$ cat src/rtl/dcr_pkg.sv
package dcr_pkg;
  localparam int BYTE_W = 8;
  localparam int OP_W   = 3;
  localparam int ADDR_W = BYTE_W - OP_W;

  localparam logic [OP_W-1:0] OP_NOP    = 3'b000;
  localparam logic [OP_W-1:0] OP_CTL_RD = 3'b001;
  localparam logic [OP_W-1:0] OP_CTL_WR = 3'b011;
  localparam logic [OP_W-1:0] OP_SEL_RD = 3'b100;
  localparam logic [OP_W-1:0] OP_SEL_WR = 3'b110;

  localparam logic [ADDR_W-1:0] CTL_ADDR = 5'b10000;
endpackage

$ cat src/rtl/dcr_pin_sync.sv
module dcr_pin_sync #(
  parameter int STAGES = 2
) (
  input  logic clk,
  input  logic rst_n,
  input  logic sck_i,
  input  logic cs_n_i,
  input  logic sdi_i,
  output logic rst_n_s,
  output logic sck_rise,
  output logic sck_fall,
  output logic cs_act,
  output logic sdi_s
);
  logic [1:0]        rst_ff;
  logic [STAGES-1:0] sck_ff, sck_ff_d;
  logic [STAGES-1:0] cs_ff,  cs_ff_d;
  logic [STAGES-1:0] sdi_ff, sdi_ff_d;
  logic              sck_last;

  always_ff @(posedge clk or negedge rst_n) begin
    if (!rst_n) rst_ff <= 2'b00;
    else        rst_ff <= {rst_ff[0], 1'b1};
  end
  assign rst_n_s = rst_ff[1];

  always_comb begin
    sck_ff_d = {sck_ff[STAGES-2:0], sck_i};
    cs_ff_d  = {cs_ff[STAGES-2:0],  cs_n_i};
    sdi_ff_d = {sdi_ff[STAGES-2:0], sdi_i};
  end

  always_ff @(posedge clk or negedge rst_n_s) begin
    if (!rst_n_s) begin
      sck_ff   <= '0;
      cs_ff    <= '1;
      sdi_ff   <= '0;
      sck_last <= 1'b0;
    end else begin
      sck_ff   <= sck_ff_d;
      cs_ff    <= cs_ff_d;
      sdi_ff   <= sdi_ff_d;
      sck_last <= sck_ff[STAGES-1];
    end
  end

  assign sck_rise = sck_ff[STAGES-1] & ~sck_last;
  assign sck_fall = ~sck_ff[STAGES-1] & sck_last;
  assign cs_act   = ~cs_ff[STAGES-1];
  assign sdi_s    = sdi_ff[STAGES-1];
endmodule

$ cat src/rtl/dcr_spi_shifter.sv
module dcr_spi_shifter
  import dcr_pkg::*;
#(
  parameter int FRAME_BITS = 2 * BYTE_W,
  parameter int CNT_W      = $clog2(FRAME_BITS + 1)
) (
  input  logic              clk,
  input  logic              rst_n,
  input  logic              cs_act,
  input  logic              sck_rise,
  input  logic              sck_fall,
  input  logic              sdi_s,
  input  logic [BYTE_W-1:0] rd_data,
  output logic [BYTE_W-1:0] instr,
  output logic [BYTE_W-1:0] wr_data,
  output logic              commit,
  output logic              sdo,
  output logic [CNT_W-1:0]  bit_cnt
);
  logic [CNT_W-1:0]  cnt_q, cnt_d;
  logic [BYTE_W-1:0] rx_q, rx_d, rx_next;
  logic [BYTE_W-1:0] tx_q, tx_d;
  logic [BYTE_W-1:0] instr_q, instr_d;
  logic              sdo_q, sdo_d;
  logic              load_q, load_d;
  logic              commit_q, commit_d;

  always_comb begin
    cnt_d    = cnt_q;
    rx_d     = rx_q;
    tx_d     = tx_q;
    instr_d  = instr_q;
    sdo_d    = sdo_q;
    load_d   = 1'b0;
    commit_d = 1'b0;
    rx_next  = {rx_q[BYTE_W-2:0], sdi_s};
    if (!cs_act) begin
      cnt_d = '0;
      tx_d  = '0;
      sdo_d = 1'b0;
    end else begin
      if (sck_rise && (cnt_q < CNT_W'(FRAME_BITS))) begin
        rx_d  = rx_next;
        cnt_d = cnt_q + 1'b1;
        if (cnt_q == CNT_W'(BYTE_W - 1)) begin
          instr_d = rx_next;
          load_d  = 1'b1;
        end
        if (cnt_q == CNT_W'(FRAME_BITS - 1)) commit_d = 1'b1;
      end
      if (load_q) begin
        tx_d = rd_data;
      end else if (sck_fall) begin
        sdo_d = tx_q[BYTE_W-1];
        tx_d  = {tx_q[BYTE_W-2:0], 1'b0};
      end
    end
  end

  always_ff @(posedge clk or negedge rst_n) begin
    if (!rst_n) begin
      cnt_q    <= '0;
      rx_q     <= '0;
      tx_q     <= '0;
      instr_q  <= '0;
      sdo_q    <= 1'b0;
      load_q   <= 1'b0;
      commit_q <= 1'b0;
    end else begin
      cnt_q    <= cnt_d;
      rx_q     <= rx_d;
      tx_q     <= tx_d;
      instr_q  <= instr_d;
      sdo_q    <= sdo_d;
      load_q   <= load_d;
      commit_q <= commit_d;
    end
  end

  assign instr   = instr_q;
  assign wr_data = rx_q;
  assign commit  = commit_q;
  assign sdo     = sdo_q;
  assign bit_cnt = cnt_q;
endmodule

$ cat src/rtl/dcr_reg_bank.sv
module dcr_reg_bank
  import dcr_pkg::*;
#(
  parameter int NUM_WIPERS = 2,
  parameter int WIPER_W    = 7,
  parameter int MID_CODE   = 64,
  parameter int SHDN_BIT   = 6
) (
  input  logic                          clk,
  input  logic                          rst_n,
  input  logic [BYTE_W-1:0]             instr,
  input  logic                          commit,
  input  logic [BYTE_W-1:0]             wr_data,
  output logic [BYTE_W-1:0]             rd_data,
  output logic [NUM_WIPERS*WIPER_W-1:0] store_flat,
  output logic                          run_q
);
  logic [OP_W-1:0]       op;
  logic [ADDR_W-1:0]     addr;
  logic [NUM_WIPERS-1:0] hit_w;
  logic                  hit_ctl, is_rd, is_wr, run_d;
  logic [WIPER_W-1:0]    wip_q [NUM_WIPERS];

  assign op   = instr[BYTE_W-1 -: OP_W];
  assign addr = instr[ADDR_W-1:0];

  always_comb begin
    hit_w   = '0;
    hit_ctl = 1'b0;
    is_rd   = 1'b0;
    is_wr   = 1'b0;
    case (op)
      OP_CTL_RD: begin hit_ctl = 1'b1; is_rd = 1'b1; end
      OP_CTL_WR: begin hit_ctl = 1'b1; is_wr = 1'b1; end
      OP_SEL_RD, OP_SEL_WR: begin
        is_rd = (op == OP_SEL_RD);
        is_wr = (op == OP_SEL_WR);
        if (addr == CTL_ADDR) hit_ctl = 1'b1;
        for (int k = 0; k < NUM_WIPERS; k++)
          if (addr == ADDR_W'(k)) hit_w[k] = 1'b1;
      end
      default: ;
    endcase
  end

  always_comb begin
    rd_data = '0;
    if (is_rd) begin
      if (hit_ctl) rd_data[SHDN_BIT] = run_q;
      for (int k = 0; k < NUM_WIPERS; k++)
        if (hit_w[k]) rd_data = BYTE_W'(wip_q[k]);
    end
  end

  for (genvar g = 0; g < NUM_WIPERS; g++) begin : g_wiper
    logic [WIPER_W-1:0] wip_d;
    always_comb begin
      wip_d = wip_q[g];
      if (commit && is_wr && hit_w[g]) wip_d = wr_data[WIPER_W-1:0];
    end
    always_ff @(posedge clk or negedge rst_n) begin
      if (!rst_n) wip_q[g] <= WIPER_W'(MID_CODE);
      else        wip_q[g] <= wip_d;
    end
    assign store_flat[g*WIPER_W +: WIPER_W] = wip_q[g];
  end

  always_comb begin
    run_d = run_q;
    if (commit && is_wr && hit_ctl) run_d = wr_data[SHDN_BIT];
  end

  always_ff @(posedge clk or negedge rst_n) begin
    if (!rst_n) run_q <= 1'b1;
    else        run_q <= run_d;
  end
endmodule

$ cat src/rtl/dcr_spi_slave.sv
module dcr_spi_slave
  import dcr_pkg::*;
#(
  parameter int NUM_WIPERS  = 2,
  parameter int WIPER_W     = 7,
  parameter int MID_CODE    = 64,
  parameter int SHDN_CODE   = 0,
  parameter int SHDN_BIT    = 6,
  parameter int SYNC_STAGES = 2
) (
  input  logic                          clk,
  input  logic                          rst_n,
  input  logic                          sck_i,
  input  logic                          cs_n_i,
  input  logic                          sdi_i,
  output logic                          sdo_o,
  output logic [NUM_WIPERS*WIPER_W-1:0] wipers_o,
  output logic                          shdn_o
);
  localparam int FRAME_BITS = 2 * BYTE_W;
  localparam int CNT_W      = $clog2(FRAME_BITS + 1);

  logic                          rst_n_s, sck_rise, sck_fall, cs_act, sdi_s;
  logic [BYTE_W-1:0]             instr, wr_data, rd_data;
  logic                          commit, run_q;
  logic [CNT_W-1:0]              bit_cnt;
  logic [NUM_WIPERS*WIPER_W-1:0] store_flat;

  dcr_pin_sync #(.STAGES(SYNC_STAGES)) u_sync (
    .clk(clk), .rst_n(rst_n), .sck_i(sck_i), .cs_n_i(cs_n_i), .sdi_i(sdi_i),
    .rst_n_s(rst_n_s), .sck_rise(sck_rise), .sck_fall(sck_fall),
    .cs_act(cs_act), .sdi_s(sdi_s)
  );

  dcr_spi_shifter #(.FRAME_BITS(FRAME_BITS), .CNT_W(CNT_W)) u_shift (
    .clk(clk), .rst_n(rst_n_s), .cs_act(cs_act), .sck_rise(sck_rise),
    .sck_fall(sck_fall), .sdi_s(sdi_s), .rd_data(rd_data), .instr(instr),
    .wr_data(wr_data), .commit(commit), .sdo(sdo_o), .bit_cnt(bit_cnt)
  );

  dcr_reg_bank #(
    .NUM_WIPERS(NUM_WIPERS), .WIPER_W(WIPER_W),
    .MID_CODE(MID_CODE), .SHDN_BIT(SHDN_BIT)
  ) u_regs (
    .clk(clk), .rst_n(rst_n_s), .instr(instr), .commit(commit),
    .wr_data(wr_data), .rd_data(rd_data), .store_flat(store_flat), .run_q(run_q)
  );

  assign shdn_o = ~run_q;

  for (genvar g = 0; g < NUM_WIPERS; g++) begin : g_out
    assign wipers_o[g*WIPER_W +: WIPER_W] =
      shdn_o ? WIPER_W'(SHDN_CODE) : store_flat[g*WIPER_W +: WIPER_W];
  end
endmodule

$ cat config.mk
export PLATFORM = sky130hd
export DESIGN_NAME = dcr_spi_slave
export DESIGN_NICKNAME = d
export VERILOG_FILES = /design/src/rtl/dcr_pkg.sv /design/src/rtl/dcr_pin_sync.sv /design/src/rtl/dcr_spi_shifter.sv /design/src/rtl/dcr_reg_bank.sv /design/src/rtl/dcr_spi_slave.sv
export SDC_FILE = /design/constraint.sdc
export NUM_CORES = 1
export LEC_CHECK = 0
export ABC_CLOCK_PERIOD_IN_PS = 3200
export BUFFER_PORTS_ARGS = -buffer_cell sky130_fd_sc_hd__buf_2
export CELL_PAD_IN_SITES_DETAIL_PLACEMENT = 2
export CELL_PAD_IN_SITES_GLOBAL_PLACEMENT = 2
export CORE_ASPECT_RATIO = 1.75
export CORE_MARGIN = 1.5
export CORE_UTILIZATION = 44
export DETAILED_ROUTE_END_ITERATION = 10
export GPL_ROUTABILITY_DRIVEN = 0
export PLACE_DENSITY = 0.86
export REMOVE_ABC_BUFFERS = 1
export SETUP_SLACK_MARGIN = 0.05
export SLEW_MARGIN = 20
export SYNTH_ARGS = -nofsm -noshare
export SYNTH_HDL_FRONTEND = slang
export SYNTH_SLANG_ARGS = --single-unit
$ cat constraint.sdc
create_clock -name clk -period 3.2 [get_ports clk]
set_input_delay 0.48 -clock clk [delete_from_list [all_inputs] [get_ports clk]]
set_output_delay 0.48 -clock clk [all_outputs]
set_load 0.05 [all_outputs]
; ---- Word-level counts from Yosys, hierarchy flattened
; Index checks and enable logic that the tools add are counted.
[op_classes]
n_eq_ne = 9
n_lt_le_gt_ge = 1
bitwise_logic = 6
n_mux = 27
n_reduce_logical = 14
addsub = 1
[op_table]
columns = op, count
row1 = two-way mux 8 bit, 4
row2 = two-way mux 7 bit, 4
row3 = two-way mux 1 bit, 13
row4 = two-way mux 5 bit, 2
row5 = equality test 3 bit (second input constant), 2
row6 = case mux 1 bit (2 select lines), 3
row7 = adder 5 x 1 -> 5 bit (second input constant), 1
row8 = equality test 5 x 1 -> 1 bit (second input constant), 1
row9 = equality test 5 x 3 -> 1 bit (second input constant), 1
row10 = equality test 5 x 4 -> 1 bit (second input constant), 1
row11 = equality test 5 bit (second input constant), 1
row12 = logical AND 1 bit, 5
row13 = zero test 5 bit, 1
row14 = < comparator 5 bit (second input constant), 1
row15 = inverter 1 bit, 4
row16 = AND reduction 2 bit, 2
row17 = nonzero test 2 bit, 2
row18 = OR reduction 2 bit, 2
row19 = equality test 3 x 1 -> 1 bit (second input constant), 1
row20 = equality test 3 x 2 -> 1 bit (second input constant), 1
row21 = AND reduction 3 bit, 1
row22 = nonzero test 3 bit, 1
row23 = bitwise AND 1 bit, 2
row24 = two-way mux 2 bit, 1
row25 = != test 2 bit (second input constant), 1
[totals]
out_inout_bits = 16
inputBits = 5
register_bits = 55
wordCells = 73

; ---- Depth between registers and ports, before layout
; Gate-level depths: netlist (run 1).
[logic_depth]
depth_word = 9
depth_mapped = 6
ltp_nobuf = 5

; ---- Modules after synthesis
; A second synthesis (run 1) with hierarchy kept.
[unflattened]
cells_unflattened = 208
area_unflattened_um2 = 2621.3
[modules_own_cells]
columns = module, n_inst, area_per_inst_um2, seq_area_each_um2, cells_per_inst
row1 = dcr_spi_shifter, 1, 1393.8, 800.8, 109
row2 = dcr_reg_bank, 1, 862.1, 379.1, 70
row3 = dcr_pin_sync, 1, 250.2, 227.7, 13
row4 = dcr_spi_slave, 1, 115.1, 0.0, 16

; ---- Worst setup path after synthesis (run 1)
; Ideal clock, no wire load.
[synth_timing]
kind = register -> register
start = register u_shift.cnt_q[4] (netlist: u_shift.bit_cnt[4])
end = register u_shift.instr_q[0] (netlist: u_shift.instr[0])
path_stages_with_launch = 7
setup_time_ns = 0.125
arrival_ns = 1.596
period_less_slack_ns = 1.721
n_path_buf = 2
setup_slack_ns = 1.479
required_time_ns = 3.075
cell_sequence = dfrtp_1 > nor3b_4 > and2b_1 > buf_6 > and4b_1 > buf_6 > mux2_2
[synth_between]
elab_chain_cells = 3
word_cells_on_any_way = 4
cone_classes = order compare: 1 / eq/ne: 1 / reduce/logical: 2
[synth_rtl]
columns = element, line
row1 = start: declaration, dcr_spi_shifter.sv:20  ; logic [CNT_W-1:0] cnt_q, cnt_d;
row2 = start signal: assignment, dcr_spi_shifter.sv:70  ; cnt_q <= cnt_d;
row3 = < comparator 5 bit, dcr_spi_shifter.sv:42  ; if (sck_rise && (cnt_q < CNT_W'(FRAME_BITS))) begin
row4 = logical AND 1 bit, dcr_spi_shifter.sv:42
row5 = AND reduction 3 bit (no source line) (*), -
row6 = end signal: assignment, dcr_spi_shifter.sv:73  ; instr_q <= instr_d;
row7 = end: declaration, dcr_spi_shifter.sv:23  ; logic [BYTE_W-1:0] instr_q, instr_d;
; Mark *: on every way between the ends. The rest lies on a longest branch, timed or not.
; A chain may end at the register's enable or synchronous reset.

; ---- Final worst setup path (run 1)
[layout_timing]
start = register u_sync.sck_last
end = register u_shift.instr_q[2] (netlist: u_shift.instr[2])
[layout_between]
elab_chain_cells = 4
[layout_rtl]
columns = element, line
row1 = start: declaration, dcr_pin_sync.sv:19  ; logic sck_last;
row2 = start signal: assignment, dcr_pin_sync.sv:43  ; sck_last <= sck_ff[STAGES-1];
row3 = inverter 1 bit, dcr_pin_sync.sv:47  ; assign sck_rise = sck_ff[STAGES-1] & ~sck_last;
row4 = bitwise AND 1 bit, dcr_pin_sync.sv:47
row5 = logical AND 1 bit, dcr_spi_shifter.sv:42
row6 = AND reduction 3 bit (no source line), -
; Every way passes these cells.

==> results of run 1 <==
-- logic make-up (layout without fill, tap and decap cells) --
family,count (synthesis),after routing,synth area share [%]
other,1,1,0.1585
buffers and inverters,8,31,1.956
muxes,37,37,17.24
adders and majority gates,2,2,1.057
DFF,55,55,58.43
xor gates and xnor gates,3,3,1.111
and+or+nand+nor,51,51,14.17
AOI/OAI and AO/OA,22,22,5.870
-- layer usage --
layer	share of wire, %	vias up	wire length [um]	track usage, %
met1	37	783	1983	23.66
li1	-	670	-	-
met4	2.0	0	106	7.513
met2	59	21	3102	38.63
met3	1.8	8	97	2.835
met5	0	-	0	0
-- power groups by stage --
stage	clock network, W	registers (W)	logic (W)
floorplan	0	0.000793	0.0000476
global placement	0	0.000816	0.0000553
detailed placement	0	0.000829	0.0000562
CTS	0.000388	0.000815	0.0000574
global route	0.000411	0.000826	0.0000624
finish	0.000373	0.000814	0.0000568
-- cell usage after synthesis, types with 2 or more instances --
master / number
dfrtp_1: 50
mux2_2: 29
and2_1: 14
nor2_1: 9
mux2i_1: 7
nand2_1: 7
o22ai_1: 7
a22oi_1: 6
dfstp_2: 5
a21oi_1: 4
clkbuf_1: 3
o21ai_0: 3
buf_6: 2
ha_1: 2
inv_1: 2
nand2_2: 2
nand2b_1: 2
nor2b_1: 2
nor3_1: 2
xor2_1: 2
-- state kept, by name (all words and copies together) (netlist names), 5 cells and up --
signal,cells
u_shift.wr_data,7
u_shift.instr,8
u_regs.store_flat,14
u_shift.tx_q,8
u_shift.bit_cnt,5
-- what timing repair did --
item	in CTS	in global routing
hold buffers	1	0
hold endpoints to repair	2	0
gates resized for setup	0	0
-- stage by stage --
stage	instances	hold slack, ns	setup slack, ns
2_1_floorplan	173	0.1844	1.339
3_3_place_gp	248	0.2643	1.168
3_5_place_dp	248	0.2656	1.005
4_1_cts	257	0.2615	0.9839
5_1_grt	257	0.2551	0.8797
6_report	257	0.2715	1.066
-- path summary, 6_finish.rpt --
path	startpoint	to	slack, ns
max reg2reg	u_sync.sck_last	u_shift.instr[2]	1.07
max in group asynchronous	u_sync.rst_ff[1]	u_regs.store_flat[4]	2.36
min	cs_n_i	u_sync.cs_ff[0]	0.27
min reg2reg	u_sync.cs_ff[0]	u_sync.cs_ff[1]	0.36
min in group asynchronous	u_sync.rst_ff[1]	u_shift.instr[5]	0.38
max	u_sync.sck_last	u_shift.instr[2]	1.07
-- critical path: stages, from the launching register on --
cell and delay [ns]:
dfrtp_1 0.43, nor3b_4 0.31, and2b_1 0.37, and4b_1 0.50, mux2_2 0.40
-- final cells by class --
type / instances / area [um^2] / area share (%)
Sequential cell: 55 / 1386 / 53.45
Clock buffer: 7 / 76.32 / 2.943
Tap cell: 55 / 68.82 / 2.653
Inverter: 2 / 7.507 / 0.2894
Multi-Input combinational cell: 116 / 937.1 / 36.13
Timing Repair Buffer: 21 / 110.1 / 4.245
Clock inverter: 1 / 7.507 / 0.2894
==> flow_summary.toml, run 1 <==
[sta]
finalCritPeriodShare_pct = 66.67
rsz0062_at_grt = "no"
setup_viol = 0
hold_viol = 0
fmax_ghz = 0.4687
tightest_slew_ns = 0.6839
fin_skew_ns = 0.01464
tns_ns = 0
period_minus_slack_ns = 2.134
slew_viol_final = 0
relSlewSlack_pct = 54.41

[worst_setup_path]
arrival_ns = 2.32
cp_max_fo = 9
reg2reg_depth = 4
endpoint_kind = "register"
required_ns = 3.39
worst_setup_path_start_kind = "register"
worst-setup-path-type = "register to register"

[clocking]
cts_root_buf = "clkbuf_8"
numCtsBuffers = 5
clk_latency_ns = 0.31
clkTransAtPathRegs_ns = 0.09
cts_tree = "built"
postCtsSetupRepairBufs = 0
h-tree-depth = 2
cts.sinks = 55
ctsLongestPathBuffers = 2

[route]
first_iter_violations = 19
vias_per_cell = 5.767
dr.pass1.iters = 4
wl_per_cell_um = 20.58
vias = 1482
wl_um = 5289
final_antenna_net_count = 0
drc = 0

[synth]
ys.flop_type = "dfrtp_1"
synthCells = 179
ys_types = 39
yosys.area.top_type = "dfrtp_1"
async_reset_ff_share_pct = 100.0
synth_area_um2 = 2366
ys_seq_elements = 55
synth-edff-count = 0
synthTopCellsByArea = "dfrtp_1 53%, mux2_2 14%, dfstp_2 5.6%"
yosysTopAreaCellShare_pct = 52.88
yosys_warnings = 0
syn_area_per_cell_um2 = 13.22
ys_seq_area_share_pct = 58.43

[placement]
io_buffers = 20
place_hpwl_um = 4032
placed_cell_area_um2 = 2497

[floorplan]
core_area_um2 = 5211
ios = 21
rows = 35
dieArea_um2 = 5843
fp.dieH_um = 100.0
start_util_pct = 45.40
die_w_um = 58.43

[hold_path]
holdPathStages = 1
hp-class = "input pin to register"

[flow_run]
drv_cap = 0

[power_and_ir_drop]
switching_share_pct = 25.01
max-vdd-ir-drop_v = 0.0002594
p_sw_w = 0.0003110
p_leak_nw = 1.224
power_frac_comb_pct = 4.6
p_total_w = 0.001244
powerDensity_nw_per_um2 = 479.5
p_clk_share_pct = 30.0
seq_power_share_pct = 65.5
intPower_w = 0.0009327

[run_status]
status = "completed"

[global_route]
overflow = 0
antenna_found_initial = 0
grt_pass1_wl_um = 8921
grt_util_all_layers_pct = 20.92
grt_max_degree = 54
grt_pass1_vias = 1688

[final_layout]
nFillCells = 537
postLayoutCellArea_um2 = 2594
drive_gt1_share_pct = 34.65
mostFrequentLayoutCells = "49 x dfrtp_1, 29 x mux2_2, 20 x buf_2"
fin_util_pct = 49.77
final_nets = 208
layout_commonest_cell = "dfrtp_1"
area_growth_pct = 9.625
diodes = 0
(Power assumes the default switching activity.)
==> run 2: changes to the inputs <==
--- a/config.mk
+++ b/config.mk
@@ -5,16 +5,16 @@
 export SDC_FILE = /design/constraint.sdc
 export NUM_CORES = 1
 export LEC_CHECK = 0
-export ABC_CLOCK_PERIOD_IN_PS = 3200
+export ABC_CLOCK_PERIOD_IN_PS = 1840
 export BUFFER_PORTS_ARGS = -buffer_cell sky130_fd_sc_hd__buf_2
 export CELL_PAD_IN_SITES_DETAIL_PLACEMENT = 2
 export CELL_PAD_IN_SITES_GLOBAL_PLACEMENT = 2
 export CORE_ASPECT_RATIO = 1.75
 export CORE_MARGIN = 1.5
-export CORE_UTILIZATION = 44
+export CORE_UTILIZATION = 37
 export DETAILED_ROUTE_END_ITERATION = 10
 export GPL_ROUTABILITY_DRIVEN = 0
-export PLACE_DENSITY = 0.86
+export PLACE_DENSITY = 0.78
 export REMOVE_ABC_BUFFERS = 1
 export SETUP_SLACK_MARGIN = 0.05
 export SLEW_MARGIN = 20
==> constraint.sdc (replaced) <==
create_clock -name clk -period 1.84 [get_ports clk]
set_input_delay 0.276 -clock clk [delete_from_list [all_inputs] [get_ports clk]]
set_output_delay 0.276 -clock clk [all_outputs]
set_load 0.05 [all_outputs]
==> run 2 against run 1 <==
  * Fmax is 24% higher
  * Highest routed layer unchanged
  * Combinational power rose by 130%
  * Total power is 73% higher
  * Cell count grew 14%
  * Clock power increased by 70%
  * Hold slack lost 0.21 ns
  * Via count up 1.2%
  * Routed wire length grew 4.5%
  * First-iteration DRC count rose to 2.7 times the previous value
  * Core utilization fell by 5.6 points
  * Die area is 18% higher
==> flow_summary.toml, run 2 (synthesis gave the netlist of run 1 again) <==
[floorplan]
dieArea_um2 = 6902
start_util_pct = 38.28
rows = 38
core_area_um2 = 6181
die_w_um = 63.45
ios = 21
fp.dieH_um = 108.8

[route]
vias_per_cell = 5.137
final_antenna_net_count = 0
dr.pass1.iters = 4
first_iter_violations = 52
wl_um = 5528
vias = 1500
drc = 0
wl_per_cell_um = 18.93

[final_layout]
layout_commonest_cell = "dfrtp_1"
largest_reg_flops = 14
postLayoutCellArea_um2 = 2730
area_growth_pct = 15.39
drive_gt1_share_pct = 40.09
mostFrequentLayoutCells = "49 x dfrtp_1, 29 x mux2_2, 18 x buf_2"
nFillCells = 643
diodes = 0
final_nets = 218

[power_and_ir_drop]
max-vdd-ir-drop_v = 0.0004168
p_total_w = 0.002155
p_leak_nw = 1.287
powerDensity_nw_per_um2 = 789.2

[worst_setup_path]
endpoint_kind = "register"
worst-setup-path-type = "register to register"
startpoint = "u_shift.bit_cnt[1]"
cpMaxStageDelayCell = "or3b_2"
worst_setup_path_start_kind = "register"
worst_path_largest_cell_delay_ns = 0.46
arrival_ns = 1.96
required_ns = 2.08
cp_cell_sequence = "ha_2, and3_1, ha_1, or3b_2, a21oi_2"
r2r_start = "u_shift.bit_cnt[1]"
cp_max_fo = 3

[clocking]
clkTransAtPathRegs_ns = 0.09
ctsLongestPathBuffers = 2
h-tree-depth = 2
cts.sinks = 55
numCtsBuffers = 5
cts_root_buf = "clkbuf_8"
clk_latency_ns = 0.30
cts_tree = "built"

[sta]
finalCritPeriodShare_pct = 93.64
hold_viol = 0
slew_viol_final = 0
setup_viol = 0
rsz0062_at_grt = "yes"
period_minus_slack_ns = 1.723
fin_skew_ns = 0.004092
fmax_ghz = 0.5804

[global_route]
grt_pass1_wl_um = 9170
antenna_found_initial = 0
grt_pass1_vias = 1746
grt_util_all_layers_pct = 17.63
grt_max_degree = 43
overflow = 0

[placement]
place_hpwl_um = 4039
io_buffers = 20
placed_cell_area_um2 = 2594

[hold_path]
min-delay-start = "cs_n_i"
hp-class = "input pin to register"

[flow_run]
drv_cap = 0

[run_status]
status = "completed"
## run 2: cell types whose count changed in the layout (fill, tap and decap cells not counted), moves of 2 or more
cell and delta:
buf_2 -2, buf_4 +9, clkbuf_1 -2, clkbuf_4 +2, clkinv_2 +3
## run 2: area by class of cell
| cell class | count | area, um^2 | area share, % |
|---|---|---|---|
| Clock buffer | 5 | 68.82 | 2.521 |
| Sequential cell | 55 | 1388 | 50.82 |
| Tap cell | 80 | 100.1 | 3.666 |
| Inverter | 2 | 7.507 | 0.2750 |
| Multi-Input combinational cell | 116 | 948.4 | 34.74 |
| Clock inverter | 3 | 15.01 | 0.5500 |
| Timing Repair Buffer | 31 | 202.7 | 7.424 |
## run 2: layer usage
metal	track usage, %	wire [um]
met1	19.47	2069
met2	33.83	3304
met3	1.961	72
met4	6.988	82
met5	0	0
## run 2: critical path: cells and delay by family (launching register included)
kind	cells	cell delay, ns
compound gates	1	0.14
fa+ha+maj	2	0.46
flops	1	0.41
simple gates	2	0.64
## run 2: per-stage QoR
step / TNS [ns] / utilization [%] / cells / setup WS, ns / hold slack (ns)
after CTS: 0 / 43.66 / 290 / 0.05823 / 0.05554
after detailed placement: 0 / 41.96 / 280 / 0.06445 / 0.06313
after global routing: 0 / 44.17 / 292 / 0.04327 / 0.05280
final: 0 / 44.17 / 292 / 0.1171 / 0.06569
after global placement: 0 / 41.96 / 280 / 0.1555 / 0.06205
after floorplan: -0.1666 / - / 173 / -0.02082 / -0.01959
## run 2: repair_timing
item	CTS	global route
buffers inserted	1	2
hold endpoints to repair	2	0
endpoints found under the setup margin	2	4
resized for setup	1	5
hold buffers	1	0
## run 2: worst paths after layout
path	endpoint	slack, ns	cells after the start
min in group asynchronous	u_shift.sdo	0.15	0
worst max register to register	u_shift.bit_cnt[4]	0.12	5
worst min register to register	u_shift.sdo	0.15	0
max in group asynchronous	u_regs.store_flat[6]	1.12	1
worst min-delay path	u_sync.cs_ff[0]	0.07	1
worst max-delay path	u_shift.bit_cnt[4]	0.12	5
## run 2: power breakdown
group | leakage [nW] | internal, W | switching, W
Sequential | 0.722 | 0.00128 | 0.000104
Combinational | 0.517 | 0.0000778 | 0.0000549
Clock | 0.0477 | 0.000261 | 0.000371
Total | 1.29 | 0.00162 | 0.000530
==> run 3: changes to the inputs <==
--- a/config.mk
+++ b/config.mk
@@ -15,6 +15,7 @@
 export DETAILED_ROUTE_END_ITERATION = 10
 export GPL_ROUTABILITY_DRIVEN = 0
 export PLACE_DENSITY = 0.78
+export RECOVER_POWER = 50
 export REMOVE_ABC_BUFFERS = 1
 export SETUP_SLACK_MARGIN = 0.05
 export SLEW_MARGIN = 20
==> run 3 against run 2 <==
  * Core utilization fell by 0.28 points
  * Combinational power fell by 3%
  * Critical path depth did not move
  * Setup slack barely moved
  * Global-route usage did not move
  * Cell count did not move
  * First-iteration DRC count rose by 17%
  * Count of clock-buffer cells in the layout did not move
  * Register-to-register slack barely moved
  * Sequential share of layout area rose by 0.28 points
  * Routed wire length barely moved
  * Die area did not move
  * Highest routed layer unchanged
==> flow_summary.toml, run 3 (synthesis gave the netlist of run 1 again) <==
[clocking]
cts.sinks = 55
ctsLongestPathBuffers = 2
h-tree-depth = 2
clkTransAtPathRegs_ns = 0.09
cts_tree = "built"
cts_root_buf = "clkbuf_8"
clk_latency_ns = 0.30
numCtsBuffers = 5

[sta]
period_minus_slack_ns = 1.723
fin_ws_ns = 0.1171
setup_viol = 0
rsz0062_at_grt = "yes"
fmax_ghz = 0.5804
hold_viol = 0
slew_viol_final = 0
finalCritPeriodShare_pct = 93.64
relSlewSlack_pct = 37.53
tightest_slew_ns = 0.9371
fin_skew_ns = 0.004121
tns_ns = 0

[run_status]
status = "completed"

[worst_setup_path]
r2r_end = "u_shift.bit_cnt[4]"
worstPathBufferInverterCount = 0
cp_cell_sequence = "ha_2, and3_1, ha_1, or3b_2, a21oi_2"
arrival_ns = 1.96
worst_setup_path_start_kind = "register"
worst-setup-path-type = "register to register"
cpMaxStageDelayCell = "or3b_2"
crit_family = "simple AND/OR/NAND/NOR gates"
reg2reg_depth = 5
r2r_start = "u_shift.bit_cnt[1]"
cp.depth = 5
cp_max_fo = 3
worst_path_largest_cell_delay_ns = 0.46
endpoint_kind = "register"
regToRegSetupSlack_ns = 0.12
required_ns = 2.08

[final_layout]
diodes = 0
area.sequential_um2 = 1386
area_growth_pct = 14.65
instances_no_fill = 292
layout_commonest_cell = "dfrtp_1"
drive_gt1_share_pct = 39.15
final_nets = 218
mostFrequentLayoutCells = "50 x dfrtp_1, 29 x mux2_2, 18 x buf_2"
nFillCells = 646
largest_reg_flops = 14
multiInputGateArea_um2 = 948.4

[global_route]
grt_pass1_wl_um = 9170
grt_pass1_vias = 1746
grt_util_all_layers_pct = 17.63
overflow = 0
grt_max_degree = 43
antenna_found_initial = 0

[route]
vias_per_cell = 5.123
final_antenna_net_count = 0
wl_per_cell_um = 18.92
wl_um = 5525
vias = 1496
first_iter_violations = 61
drc = 0
dr.pass1.iters = 4

[hold_path]
min-delay-start = "cs_n_i"
holdPathStages = 1
hp-class = "input pin to register"
hold_end = "u_sync.cs_ff[0]"

[floorplan]
fp.dieH_um = 108.8
die_w_um = 63.45
dieArea_um2 = 6902
ios = 21
start_util_pct = 38.28
rows = 38
core_area_um2 = 6181

[power_and_ir_drop]
intPower_w = 0.001620
max-vdd-ir-drop_v = 0.0004165
p_clk_share_pct = 29.4
seq_power_share_pct = 64.6
power_frac_comb_pct = 6.0
p_sw_w = 0.0005279
switching_share_pct = 24.58
p_leak_nw = 1.280
powerDensity_nw_per_um2 = 791.8

[placement]
io_buffers = 20
place_hpwl_um = 4039
dp_slack_ns = 0.06445
placed_cells = 280

[flow_run]
drv_cap = 0
-- run 3: cell types whose count changed in the layout (fill, tap and decap cells not counted) --
cell / previous run / this run
dfrtp_2: 1 / 0
buf_12: 1 / 0
dfrtp_1: 49 / 50
clkbuf_1: 0 / 1
-- run 3: per-layer routing --
layer	wire, um	GRT usage, %
met1	2052	19.47
met2	3314	33.83
met3	79	1.961
met4	78	6.988
met5	0	0
-- run 3: repair_timing --
action	4_1_cts	5_1_grt
pin swaps	0	0
hold buffers	1	0
resized for setup	1	5
endpoints found under the setup margin	2	4
hold endpoints to repair	2	0
buffers inserted	1	2
-- run 3: power groups by stage --
stage	clock, W	sequential, W	combinational, W
2_1_floorplan	0	0.00138	0.0000828
3_3_place_gp	0	0.00140	0.000121
3_5_place_dp	0	0.00141	0.000128
4_1_cts	0.000661	0.00139	0.000134
5_1_grt	0.000711	0.00140	0.000145
6_report	0.000632	0.00139	0.000129
-- run 3: stage by stage --
stage | total power [W] | cell area, um^2 | hold WS (ns) | utilization (%)
2_1_floorplan | 0.001462 | 2327 | -0.01959 | -
3_3_place_gp | 0.001521 | 2594 | 0.06205 | 41.96
3_5_place_dp | 0.001539 | 2594 | 0.06313 | 41.96
4_1_cts | 0.002181 | 2699 | 0.05554 | 43.66
5_1_grt | 0.002253 | 2713 | 0.05280 | 43.89
6_report | 0.002148 | 2713 | 0.06689 | 43.89
-- run 3: layout make-up --
cell class | instances | share of cell area, %
Clock buffer | 5 | 2.537
Clock inverter | 3 | 0.5535
Inverter | 2 | 0.2768
Multi-Input combinational cell | 116 | 34.96
Sequential cell | 55 | 51.11
Tap cell | 80 | 3.690
Timing Repair Buffer | 31 | 6.873
-- run 3: worst max-delay path by stage --
stage | from | endpoint | slack [ns]
floorplan | u_shift.bit_cnt[4] | u_shift.instr[0] | -0.02
global placement | u_shift.bit_cnt[0] | u_shift.bit_cnt[4] | 0.16
detailed placement | u_shift.bit_cnt[0] | u_shift.bit_cnt[4] | 0.06
CTS | u_regs.run_q | wipers_o[0] | 0.06
global route | u_shift.bit_cnt[1] | u_shift.bit_cnt[4] | 0.04
finish | u_shift.bit_cnt[1] | u_shift.bit_cnt[4] | 0.12
